==> src/rtl/cts_pkg.sv <==
package cts_pkg;
  localparam int BYTE_W    = 8;
  localparam int BUF_DEPTH = 8;
  localparam int IDX_W     = $clog2(BUF_DEPTH);
  localparam int FLAT_W    = BUF_DEPTH * BYTE_W;

  localparam logic [BYTE_W-1:0] OP_EVENT_Q  = 8'h0C;
  localparam logic [BYTE_W-1:0] OP_EXTERN_Q = 8'h11;

  typedef enum logic [2:0] {
    ST_FLUSH, ST_SEND, ST_ACK, ST_RESP, ST_IDLE
  } seq_state_t;

  typedef enum logic [1:0] {
    PH_USER, PH_EVENT, PH_EXTERN
  } phase_t;

  // first byte received is the high half
  function automatic logic [2*BYTE_W-1:0] join_hi_lo(input logic [BYTE_W-1:0] hi,
                                                      input logic [BYTE_W-1:0] lo);
    return {hi, lo};
  endfunction

  function automatic logic [BYTE_W-1:0] pick_byte(input logic [FLAT_W-1:0] v,
                                                   input logic [IDX_W-1:0] i);
    return v[int'(i)*BYTE_W +: BYTE_W];
  endfunction
endpackage

==> src/rtl/cts_poll.sv <==
module cts_poll #(
  parameter int unsigned LIMIT = 10000
) (
  input  logic clk,
  input  logic rst_n,
  input  logic waiting,
  output logic expire
);
  localparam int CW = $clog2(LIMIT + 1);

  logic [CW-1:0] cnt;

  assign expire = waiting && (cnt == CW'(LIMIT - 1));

  always_ff @(posedge clk) begin
    if (!rst_n)                cnt <= '0;
    else if (!waiting || expire) cnt <= '0;
    else                       cnt <= cnt + 1'b1;
  end
endmodule

==> src/rtl/cts_rbuf.sv <==
module cts_rbuf
  import cts_pkg::*;
(
  input  logic              clk,
  input  logic              rst_n,
  input  logic              wr_en,
  input  logic [IDX_W-1:0]  wr_idx,
  input  logic [BYTE_W-1:0] wr_data,
  output logic [FLAT_W-1:0] flat
);
  logic [BYTE_W-1:0] mem [BUF_DEPTH];

  always_ff @(posedge clk) begin
    if (!rst_n) begin
      for (int i = 0; i < BUF_DEPTH; i++) mem[i] <= '0;
    end else if (wr_en) begin
      mem[wr_idx] <= wr_data;
    end
  end

  for (genvar g = 0; g < BUF_DEPTH; g++) begin : g_flat
    assign flat[g*BYTE_W +: BYTE_W] = mem[g];
  end
endmodule

==> src/rtl/cts_seq.sv <==
module cts_seq
  import cts_pkg::*;
#(
  parameter int unsigned POLL_LIMIT = 10000
) (
  input  logic              clk,
  input  logic              rst_n,
  input  logic              start,
  input  logic [BYTE_W-1:0] cmd_opcode,
  input  logic [IDX_W-1:0]  cmd_nargs,
  input  logic [FLAT_W-1:0] cmd_args,
  input  logic [IDX_W-1:0]  cmd_nresp,
  input  logic              tx_ready,
  output logic              tx_push,
  output logic [BYTE_W-1:0] tx_data,
  input  logic              rx_valid,
  input  logic [BYTE_W-1:0] rx_data,
  output logic              rx_pop,
  output logic              busy,
  output logic              done,
  output logic              timeout_err,
  output logic [BYTE_W-1:0] ack_byte,
  output logic [FLAT_W-1:0] resp_bytes,
  output logic [15:0]       resp_word,
  output logic [15:0]       event_word,
  output logic [15:0]       ext_word
);
  seq_state_t        st;
  phase_t            phase;
  logic [BYTE_W-1:0] op_q;
  logic [IDX_W-1:0]  nargs_q, nresp_q, idx;
  logic [FLAT_W-1:0] args_q;

  // named internal events
  logic step, waiting, poll_expire, abort, resp_take, xchg_end;
  logic [15:0] final_word;

  assign busy      = (st != ST_IDLE);
  assign tx_push   = (st == ST_SEND) && tx_ready;
  assign rx_pop    = (st == ST_FLUSH || st == ST_ACK || st == ST_RESP) && rx_valid;
  assign step      = tx_push || rx_pop;
  assign waiting   = busy && !step;
  assign abort     = poll_expire && (st != ST_FLUSH);
  assign resp_take = (st == ST_RESP) && rx_pop;
  assign xchg_end  = (resp_take && (idx == nresp_q - 1'b1))
                  || ((st == ST_ACK) && rx_pop && (nresp_q == '0));
  assign tx_data   = (idx == '0) ? op_q : pick_byte(args_q, idx - 1'b1);
  assign final_word = join_hi_lo(resp_bytes[BYTE_W-1:0], rx_data);
  assign resp_word  = join_hi_lo(resp_bytes[BYTE_W-1:0], resp_bytes[2*BYTE_W-1:BYTE_W]);

  cts_poll #(.LIMIT(POLL_LIMIT)) u_poll (
    .clk     (clk),
    .rst_n   (rst_n),
    .waiting (waiting),
    .expire  (poll_expire)
  );

  cts_rbuf u_rbuf (
    .clk     (clk),
    .rst_n   (rst_n),
    .wr_en   (resp_take),
    .wr_idx  (idx),
    .wr_data (rx_data),
    .flat    (resp_bytes)
  );

  always_ff @(posedge clk) begin
    if (!rst_n) begin
      st          <= ST_FLUSH;
      phase       <= PH_EVENT;
      op_q        <= OP_EVENT_Q;
      nargs_q     <= '0;
      nresp_q     <= IDX_W'(2);
      args_q      <= '0;
      idx         <= '0;
      done        <= 1'b0;
      timeout_err <= 1'b0;
      ack_byte    <= '0;
      event_word  <= '0;
      ext_word    <= '0;
    end else begin
      done <= 1'b0;
      if (abort) begin
        st          <= ST_IDLE;
        phase       <= PH_USER;
        timeout_err <= 1'b1;
      end else if (xchg_end) begin
        unique case (phase)
          PH_EVENT: begin
            event_word <= final_word;
            op_q       <= OP_EXTERN_Q;
            phase      <= PH_EXTERN;
            st         <= ST_SEND;
            idx        <= '0;
          end
          PH_EXTERN: begin
            ext_word <= final_word;
            phase    <= PH_USER;
            st       <= ST_IDLE;
          end
          default: begin
            done <= 1'b1;
            st   <= ST_IDLE;
          end
        endcase
        if (st == ST_ACK) ack_byte <= rx_data;
      end else begin
        unique case (st)
          ST_FLUSH: if (rx_pop || poll_expire) begin
            st  <= ST_SEND;
            idx <= '0;
          end
          ST_SEND: if (tx_push) begin
            if (idx == nargs_q) begin
              st  <= ST_ACK;
              idx <= '0;
            end else begin
              idx <= idx + 1'b1;
            end
          end
          ST_ACK: if (rx_pop) begin
            ack_byte <= rx_data;
            st       <= ST_RESP;
            idx      <= '0;
          end
          ST_RESP: if (rx_pop) idx <= idx + 1'b1;
          default: if (start) begin
            op_q    <= cmd_opcode;
            nargs_q <= cmd_nargs;
            nresp_q <= cmd_nresp;
            args_q  <= cmd_args;
            phase   <= PH_USER;
            idx     <= '0;
            st      <= ST_SEND;
          end
        endcase
      end
    end
  end
endmodule

==> config.mk <==
export PLATFORM = sky130hd
export DESIGN_NAME = cts_seq
export DESIGN_NICKNAME = d
export VERILOG_FILES = /design/src/rtl/cts_pkg.sv /design/src/rtl/cts_poll.sv /design/src/rtl/cts_rbuf.sv /design/src/rtl/cts_seq.sv
export SDC_FILE = /design/constraint.sdc
export NUM_CORES = 1
export LEC_CHECK = 0
export ABC_AREA = 1
export BUFFER_PORTS_ARGS = -buffer_cell sky130_fd_sc_hd__buf_2
export CORE_AREA = 10 10 181 183
export CTS_BUF_LIST = sky130_fd_sc_hd__clkbuf_8
export DETAILED_ROUTE_END_ITERATION = 7
export DIE_AREA = 0 0 191 193
export HOLD_SLACK_MARGIN = 0.06
export PLACE_DENSITY = 0.5
export SYNTH_ARGS = -nofsm -noshare
export SYNTH_HDL_FRONTEND = slang
export SYNTH_SLANG_ARGS = --single-unit
==> constraint.sdc <==
create_clock -name clk -period 5.5 [get_ports clk]
set_clock_uncertainty 0.1 [all_clocks]
set_input_delay 0.55 -clock clk [delete_from_list [all_inputs] [get_ports clk]]
set_output_delay 0.55 -clock clk [all_outputs]
set_load 0.02 [all_outputs]
==> tab_implementation.tex, run 1 <==
\begin{tabular}{lr}
\hline
Metric & Value \\
\hline
\multicolumn{2}{l}{\textbf{Status}} \\
\quad Result of the run & complete, no violations \\
\multicolumn{2}{l}{\textbf{STA}} \\
\quad Sum of negative setup slack & 0 ns \\
\quad Maximum frequency from static timing analysis & 263 MHz \\
\quad Final critical path time including I/O delays and setup & 3.81 ns \\
\quad Setup repair after global routing missed its margin & false \\
\quad Share of the clock period used by the worst path after layout & 0.692 \\
\quad Slew at the pin with the worst max-slew slack & 0.953 ns \\
\quad Rel. slew slack & 0.365 \\
\quad Final slew viol count & 0 \\
\quad Fin. Hold Viols & 0 \\
\quad Final count of negative-setup-slack endpoints & 0 \\
\multicolumn{2}{l}{\textbf{Global routing}} \\
\quad Remaining global-route overflow & 0 \\
\quad Global-route wire length before repair & 42900 µm \\
\quad Maximum number of pins on one net before global-route repair & 86 \\
\quad Vias in the first global route & 7560 \\
\quad Number of antenna violations at the first check in global routing & 0 \\
\quad Total routing resource utilization after global routing & 0.148 \\
\multicolumn{2}{l}{\textbf{Die}} \\
\quad Core Area & 29200 µm² \\
\quad Floorplan die height & 193 µm \\
\quad Io pins & 224 \\
\quad Horizontal die dimension & 191 µm \\
\quad Cell row count & 63 \\
\quad Area of the die & 36900 µm² \\
\quad Starting utilization of the core area & 0.295 \\
\multicolumn{2}{l}{\textbf{Setup path}} \\
\quad Startpoint kind of the worst setup timing path & register \\
\quad Critical-path maximum fanout & 38 \\
\quad Setup slack of the most critical reg-to-reg path & 2.92 ns \\
\quad Critical path class & register to output port \\
\quad Critical path capture point type & output port \\
\quad Req. time, crit path & 4.85 ns \\
\quad WP data arrival & 3.16 ns \\
\quad Reg-to-Reg Start & st[1] \\
\quad Depth of the worst register-to-register path & 8 \\
\quad End of the worst register-to-register path & nresp\_q[1] \\
\multicolumn{2}{l}{\textbf{Clock network}} \\
\quad Resized Gates After CTS & 0 \\
\quad Total of hold buffers inserted after clock tree synthesis & 0 \\
\quad Clk pin slew, worst setup/hold paths & 0.06 ns \\
\quad H-Tree Depth & 2 \\
\quad Clock insertion delay at the later pin of the skew report & 0.54 ns \\
\quad Clock root cell & sky130\_fd\_sc\_hd\_\_clkbuf\_8 \\
\quad Number of clock buffers inserted by TritonCTS & 40 \\
\quad Setup bufs post-CTS & 0 \\
\quad CTS max path bufs & 3 \\
\quad Sink count of the clock tree & 206 \\
\quad TritonCTS clock tree & built \\
\multicolumn{2}{l}{\textbf{Route}} \\
\quad DRC violation total after the first TritonRoute iteration & 449 \\
\quad Remaining design rule violation count & 0 \\
\quad Antenna viol nets, final & 0 \\
\quad Count of TritonRoute iterations in the first routing pass & 5 \\
\quad Via count & 7622 \\
\quad Avg Vias per Cell & 4.62 \\
\quad Average routed wire per standard cell & 17.3 µm \\
\quad Total wire length after detailed routing & 28600 µm \\
\multicolumn{2}{l}{\textbf{Placement}} \\
\quad Port Buffer Count & 223 \\
\quad Sum of net half-perimeters after detailed placement & 20600 µm \\
\quad Gp weighted congestion & 0.841 \\
\multicolumn{2}{l}{\textbf{Yosys}} \\
\quad Syn Nets & 1124 \\
\quad Synthesized area & 8620 µm² \\
\quad Post-Syn Area per Cell & 8.41 µm² \\
\quad Top FF cell, synth & sky130\_fd\_sc\_hd\_\_dfxtp\_1 \\
\quad Share of the yosys chip area belonging to registers & 0.553 \\
\quad Ys async rst share & 0 \\
\quad Yosys synthesis warning count & 0 \\
\quad Count of flip-flops with a built-in enable after synthesis & 64 \\
\quad Unique cell type count in the Yosys netlist & 38 \\
\quad Flip-flop and latch count after synthesis & 206 \\
\quad Synthesized instance count & 1025 \\
\multicolumn{2}{l}{\textbf{Pwr}} \\
\quad Leakage & 0.00474 µW \\
\quad Highest ir drop seen on vdd & 216 µV \\
\quad Tot Pwr & 4630 µW \\
\quad Power per standard cell area & 433 nW/µm² \\
\multicolumn{2}{l}{\textbf{Hold path}} \\
\quad Worst min path class & primary input to register \\
\quad Hold-critical path depth & 3 \\
\quad Hold EP & op\_q[3] \\
\quad Hold Startpoint & cmd\_opcode[3] \\
\multicolumn{2}{l}{\textbf{Final layout}} \\
\quad Diodes inserted & 0 \\
\quad Layout net count & 1328 \\
\quad Syn-to-layout area delta & 24.2\% \\
\quad Share of the core filled with cells & 0.366 \\
\quad Commonest non-fill, non-tap cells in the layout & sky130\_fd\_sc\_hd\_\_nor2\_1 (306), sky130\_fd\_sc\_hd\_\_buf\_2 (222), sky130\_fd\_sc\_hd\_\_dfxtp\_1 (142) \\
\quad Filler instances & 3110 \\
\quad Commonest non-fill, non-tap cell in the layout & sky130\_fd\_sc\_hd\_\_nor2\_1 \\
\quad Fraction of layout instances using a drive strength above 1 & 0.245 \\
\multicolumn{2}{l}{\textbf{Job}} \\
\quad Count of max-cap constraint violations & 0 \\
\hline
\end{tabular}
-- cells by family (layout without fill, tap and decap cells) --
kind of cell	Yosys count	in the layout	share of synthesized area
compound gates	230	230	0.142
xor+xnor	10	10	0.0102
flops	206	206	0.553
buf+inv	127	363	0.0720
fa+ha+maj	8	8	0.0116
simple gates	444	444	0.211
-- per-layer routing --
| layer | vias up | wire length (µm) | global-route usage |
|---|---|---|---|
| met3 | 53 | 2400 | 0.0444 |
| met1 | 3461 | 13100 | 0.192 |
| met4 | 0 | 764 | 0.0512 |
| met2 | 309 | 12300 | 0.230 |
| li1 | 3799 | - | - |
| met5 | - | 0 | 0 |
-- worst max-delay path by stage --
stage | cells after the start | start | slack (ns) | to
final | 8 | idx[0] | 1.69 | tx_data[6]
after global routing | 8 | idx[0] | 1.50 | tx_data[6]
after CTS | 8 | idx[0] | 1.80 | tx_data[6]
after detailed placement | 8 | idx[0] | 2.39 | tx_data[6]
after global placement | 8 | idx[0] | 2.38 | tx_data[6]
after floorplan | 10 | idx[0] | 2.68 | tx_data[6]
-- metrics by stage --
step	hold slack, ns	setup WS (ns)	area [µm²]	cells
after floorplan	0.318	2.68	8620	1025
after global placement	0.331	2.38	9870	1577
after detailed placement	0.334	2.39	9870	1577
after CTS	0.119	1.80	10700	1651
after global routing	0.137	1.50	10700	1651
final	0.147	1.69	10700	1651
-- state kept, by name (all words and copies together) (netlist names) --
name	cells
args_q	64
u_rbuf.mem	64
event_word	16
ext_word	16
u_poll.cnt	14
ack_byte	8
op_q	8
idx	3
nargs_q	3
nresp_q	3
st	3
phase	2
done	1
timeout_err	1
-- Yosys cell counts (2+ instances only) --
cell,instances,area [µm²]
sky130_fd_sc_hd__a22oi_1,5,37.5
sky130_fd_sc_hd__buf_4,18,135
sky130_fd_sc_hd__nor2_1,306,1150
sky130_fd_sc_hd__nand2_4,2,22.5
sky130_fd_sc_hd__nor3_1,3,15.0
sky130_fd_sc_hd__a21oi_1,42,210
sky130_fd_sc_hd__o21a_1,2,15.0
sky130_fd_sc_hd__nand2_2,4,25.0
sky130_fd_sc_hd__buf_2,13,65.1
sky130_fd_sc_hd__clkinv_1,8,30.0
sky130_fd_sc_hd__xnor2_1,3,26.3
sky130_fd_sc_hd__nand3_1,22,110
sky130_fd_sc_hd__o21ai_0,108,541
sky130_fd_sc_hd__ha_1,8,100
sky130_fd_sc_hd__nand2_1,84,315
sky130_fd_sc_hd__inv_2,9,33.8
sky130_fd_sc_hd__buf_1,2,7.51
sky130_fd_sc_hd__nand4_2,2,25.0
sky130_fd_sc_hd__buf_6,8,90.1
sky130_fd_sc_hd__xor2_1,7,61.3
sky130_fd_sc_hd__o21ai_1,48,240
sky130_fd_sc_hd__nor2_2,2,12.5
sky130_fd_sc_hd__or2_1,2,12.5
sky130_fd_sc_hd__o22ai_1,9,56.3
sky130_fd_sc_hd__clkbuf_1,24,90.1
sky130_fd_sc_hd__nand4_1,9,56.3
sky130_fd_sc_hd__dfxtp_1,142,2840
sky130_fd_sc_hd__o221ai_1,7,61.3
sky130_fd_sc_hd__inv_1,45,169
sky130_fd_sc_hd__edfxtp_1,64,1920
sky130_fd_sc_hd__o211ai_1,8,60.1
sky130_fd_sc_hd__or2_2,3,18.8
-- power by group --
| group | internal (µW) | leakage, µW | switching, µW |
|---|---|---|---|
| combinational | 381 | 0.00244 | 798 |
| clock | 919 | 0.000481 | 681 |
| sequential | 1730 | 0.00181 | 123 |
| total | 3030 | 0.00474 | 1600 |
-- cell type report --
cell class / count / area [µm²] / share of cell area
timing repair buffer: 227 / 1150 / 0.107
clock inverter: 31 / 248 / 0.0231
multi-input combinational: 692 / 3230 / 0.302
tap: 390 / 488 / 0.0456
inverter: 62 / 233 / 0.0217
sequential: 206 / 4760 / 0.445
clock buffer: 43 / 592 / 0.0553
-- critical path: stages, from the launching register on --
cell and delay (ns):
sky130_fd_sc_hd__dfxtp_1 0.31, sky130_fd_sc_hd__inv_2 0.43, sky130_fd_sc_hd__ha_1 0.54, sky130_fd_sc_hd__inv_1 0.44, sky130_fd_sc_hd__o21ai_0 0.17, sky130_fd_sc_hd__o22ai_1 0.13
sky130_fd_sc_hd__nand2_1 0.06, sky130_fd_sc_hd__a31oi_1 0.29, sky130_fd_sc_hd__buf_2 0.23
Note: power is estimated with default switching activity, not from simulation.
==> inputs of run 2 (changes only) <==
PLACE_DENSITY = 0.52   (was 0.5)
clock period = 3.2 ns   (was 5.5 ns; I/O delays follow)
==> run 2 against run 1 <==
Against the previous run: utilization rose by 3.0 points; critical path depth did not move; sequential share of layout area is 3.4 points lower; sequential power is 71% higher; power grew 73%; via count up 3.8%; routed wire length shrank 1.4%; final area rose by 8.3%; count of clock-buffer cells in the layout up 5; hold slack worse by 0.027 ns; register-to-register slack worse by 2.6 ns; clock power rose by 69%.
==> tab_implementation.tex, run 2 (synthesis gave the netlist of run 1 again) <==
\begin{tabular}{lr}
\hline
Metric & Value \\
\hline
\multicolumn{2}{l}{\textbf{Hold path}} \\
\quad Hold Startpoint & rst\_n (was cmd\_opcode[3]) \\
\quad Worst min path class & primary input to register (unchanged) \\
\multicolumn{2}{l}{\textbf{Die}} \\
\quad Floorplan die height & 193 µm (unchanged) \\
\quad Starting utilization of the core area & 0.295 (unchanged) \\
\quad Horizontal die dimension & 191 µm (unchanged) \\
\quad Core Area & 29200 µm² (unchanged) \\
\quad Io pins & 224 (unchanged) \\
\quad Area of the die & 36900 µm² (unchanged) \\
\quad Cell row count & 63 (unchanged) \\
\multicolumn{2}{l}{\textbf{Clock network}} \\
\quad CTS max path bufs & 3 (unchanged) \\
\quad Clk pin slew, worst setup/hold paths & 0.06 ns (about the same) \\
\quad Setup bufs post-CTS & 0 (unchanged) \\
\quad Number of clock buffers inserted by TritonCTS & 40 (unchanged) \\
\quad Clock root cell & sky130\_fd\_sc\_hd\_\_clkbuf\_8 (unchanged) \\
\quad Sink count of the clock tree & 206 (unchanged) \\
\quad H-Tree Depth & 2 (unchanged) \\
\quad TritonCTS clock tree & built (unchanged) \\
\quad Clock insertion delay at the later pin of the skew report & 0.51 ns (was 0.54 ns) \\
\multicolumn{2}{l}{\textbf{Global routing}} \\
\quad Global-route wire length before repair & 43500 µm (was 42900 µm) \\
\quad Total routing resource utilization after global routing & 0.148 (about the same) \\
\quad Remaining global-route overflow & 0 (unchanged) \\
\quad Vias in the first global route & 7827 (was 7560) \\
\quad Maximum number of pins on one net before global-route repair & 76 (was 86) \\
\quad Number of antenna violations at the first check in global routing & 0 (unchanged) \\
\multicolumn{2}{l}{\textbf{Placement}} \\
\quad Port Buffer Count & 223 (unchanged) \\
\quad Placement Cell Area & 9900 µm² (was 9870 µm²) \\
\quad Sum of net half-perimeters after detailed placement & 20100 µm (was 20600 µm) \\
\quad Gp weighted congestion & 0.845 (was 0.841) \\
\quad Worst-case setup slack after placement & 0.626 ns (was 2.39 ns) \\
\multicolumn{2}{l}{\textbf{Job}} \\
\quad Count of max-cap constraint violations & 0 (unchanged) \\
\multicolumn{2}{l}{\textbf{Route}} \\
\quad Max layer used & met4 (unchanged) \\
\quad Via count & 7915 (was 7622) \\
\quad Avg Vias per Cell & 4.56 (was 4.62) \\
\quad Routed length on met2 & 12700 µm (was 12300 µm) \\
\quad Total wire length after detailed routing & 28200 µm (was 28600 µm) \\
\quad Routed met1 length & 12600 µm (was 13100 µm) \\
\quad Count of TritonRoute iterations in the first routing pass & 5 (unchanged) \\
\quad Remaining design rule violation count & 0 (unchanged) \\
\quad Average routed wire per standard cell & 16.2 µm (was 17.3 µm) \\
\quad DRC violation total after the first TritonRoute iteration & 450 (was 449) \\
\quad Antenna viol nets, final & 0 (unchanged) \\
\quad Met3 routed WL & 2280 µm (was 2400 µm) \\
\multicolumn{2}{l}{\textbf{STA}} \\
\quad Rel. slew slack & 0.369 (was 0.365) \\
\quad Slew at the pin with the worst max-slew slack & 0.947 ns (was 0.953 ns) \\
\quad Sum of negative setup slack & 0 ns (unchanged) \\
\quad Final slew viol count & 0 (unchanged) \\
\quad Fin. Hold Viols & 0 (unchanged) \\
\quad Final critical path time including I/O delays and setup & 2.98 ns \\
\quad Share of the clock period used by the worst path after layout & 0.930 \\
\quad Maximum frequency from static timing analysis & 336 MHz \\
\quad Crit path setup slack, layout & 0.224 ns (was 1.69 ns) \\
\quad Final count of negative-setup-slack endpoints & 0 (unchanged) \\
\quad Setup repair after global routing missed its margin & false (unchanged) \\
\multicolumn{2}{l}{\textbf{Pwr}} \\
\quad Leakage & 0.00511 µW (was 0.00474 µW) \\
\quad Power per standard cell area & 691 nW/µm² (was 433 nW/µm²) \\
\quad Highest ir drop seen on vdd & 403 µV (was 216 µV) \\
\multicolumn{2}{l}{\textbf{Setup path}} \\
\quad Timing startpoint of the critical path & idx[1] (was idx[0]) \\
\quad Critical path class & register to output port (unchanged) \\
\quad Startpoint kind of the worst setup timing path & register (unchanged) \\
\quad WP data arrival & 2.56 ns (was 3.16 ns) \\
\quad Critical-path maximum fanout & 17 (was 38) \\
\quad Reg-to-Reg Start & nresp\_q[0] (was st[1]) \\
\quad Setup slack of the most critical reg-to-reg path & 0.28 ns (was 2.92 ns) \\
\quad Req. time, crit path & 2.78 ns (was 4.85 ns) \\
\quad Critical path capture point type & output port (unchanged) \\
\multicolumn{2}{l}{\textbf{Final layout}} \\
\quad Finished Cell Area & 11600 µm² (was 10700 µm²) \\
\quad Diodes inserted & 0 (unchanged) \\
\quad Fraction of layout instances using a drive strength above 1 & 0.232 (was 0.245) \\
\quad Commonest non-fill, non-tap cell in the layout & sky130\_fd\_sc\_hd\_\_nor2\_1 (unchanged) \\
\quad Syn-to-layout area delta & 34.5\% (was 24.2\%) \\
\quad Largest registers & args\_q (64), u\_rbuf.mem (64) (unchanged) \\
\quad Layout net count & 1419 (was 1328) \\
\quad Commonest non-fill, non-tap cells in the layout & sky130\_fd\_sc\_hd\_\_nor2\_1 (306), sky130\_fd\_sc\_hd\_\_buf\_2 (222), sky130\_fd\_sc\_hd\_\_dfxtp\_1 (142) (unchanged) \\
\multicolumn{2}{l}{\textbf{Status}} \\
\quad Result of the run & complete, no violations (unchanged) \\
\hline
\end{tabular}
[run 2: layout make-up]
cell class | count | area (µm²)
multi-input cells | 692 | 3230
clock inverters | 21 | 163
clock buffers | 48 | 661
repair buffers | 318 | 2050
well taps | 390 | 488
fillers | 3032 | 17600
inverters | 62 | 236
flip-flops and latches | 206 | 4760
[run 2: metal layers]
layer | global-route usage | vias to the layer above
met5 | 0 | -
met4 | 0.0454 | 0
met3 | 0.0426 | 46
met2 | 0.237 | 305
met1 | 0.189 | 3592
li1 | - | 3972
[run 2: worst paths after layout]
check,end,cells past startpoint
setup / recovery,tx_data[6],8
hold / removal,idx[0],3
setup reg to reg,op_q[3],11
hold reg to reg,ack_byte[3],2
[run 2: what timing repair did]
action | 4_1_cts | 5_1_grt
hold buffers | 87 | 0
setup endpoints to repair | 0 | 1
endpoints found under the hold margin | 86 | 0
resized for setup | 0 | 1
[run 2: where the power goes]
part	internal [µW]	total, µW	switching (µW)	leakage (µW)
clock	1590	2700	1110	0.000474
combinational	742	2150	1410	0.00282
sequential	2980	3170	193	0.00181
total	5310	8020	2710	0.00511
[run 2: through the flow]
stage | std cells | power, µW | utilization | hold slack, ns
2_1_floorplan | 1025 | 4650 | - | 0.318
3_3_place_gp | 1581 | 5260 | 0.338 | 0.332
3_5_place_dp | 1581 | 5280 | 0.338 | 0.337
4_1_cts | 1737 | 8100 | 0.396 | 0.0965
5_1_grt | 1737 | 8520 | 0.396 | 0.128
6_report | 1737 | 8020 | 0.396 | 0.120
[run 2: critical path: stages (launching register included)]
cell and delay (ns):
sky130_fd_sc_hd__dfxtp_1 0.45, sky130_fd_sc_hd__inv_2 0.10, sky130_fd_sc_hd__ha_1 0.35, sky130_fd_sc_hd__buf_4 0.24, sky130_fd_sc_hd__o21ai_0 0.11, sky130_fd_sc_hd__o22ai_1 0.17, sky130_fd_sc_hd__nand2_1 0.07, sky130_fd_sc_hd__a31oi_1 0.30
sky130_fd_sc_hd__buf_2 0.24
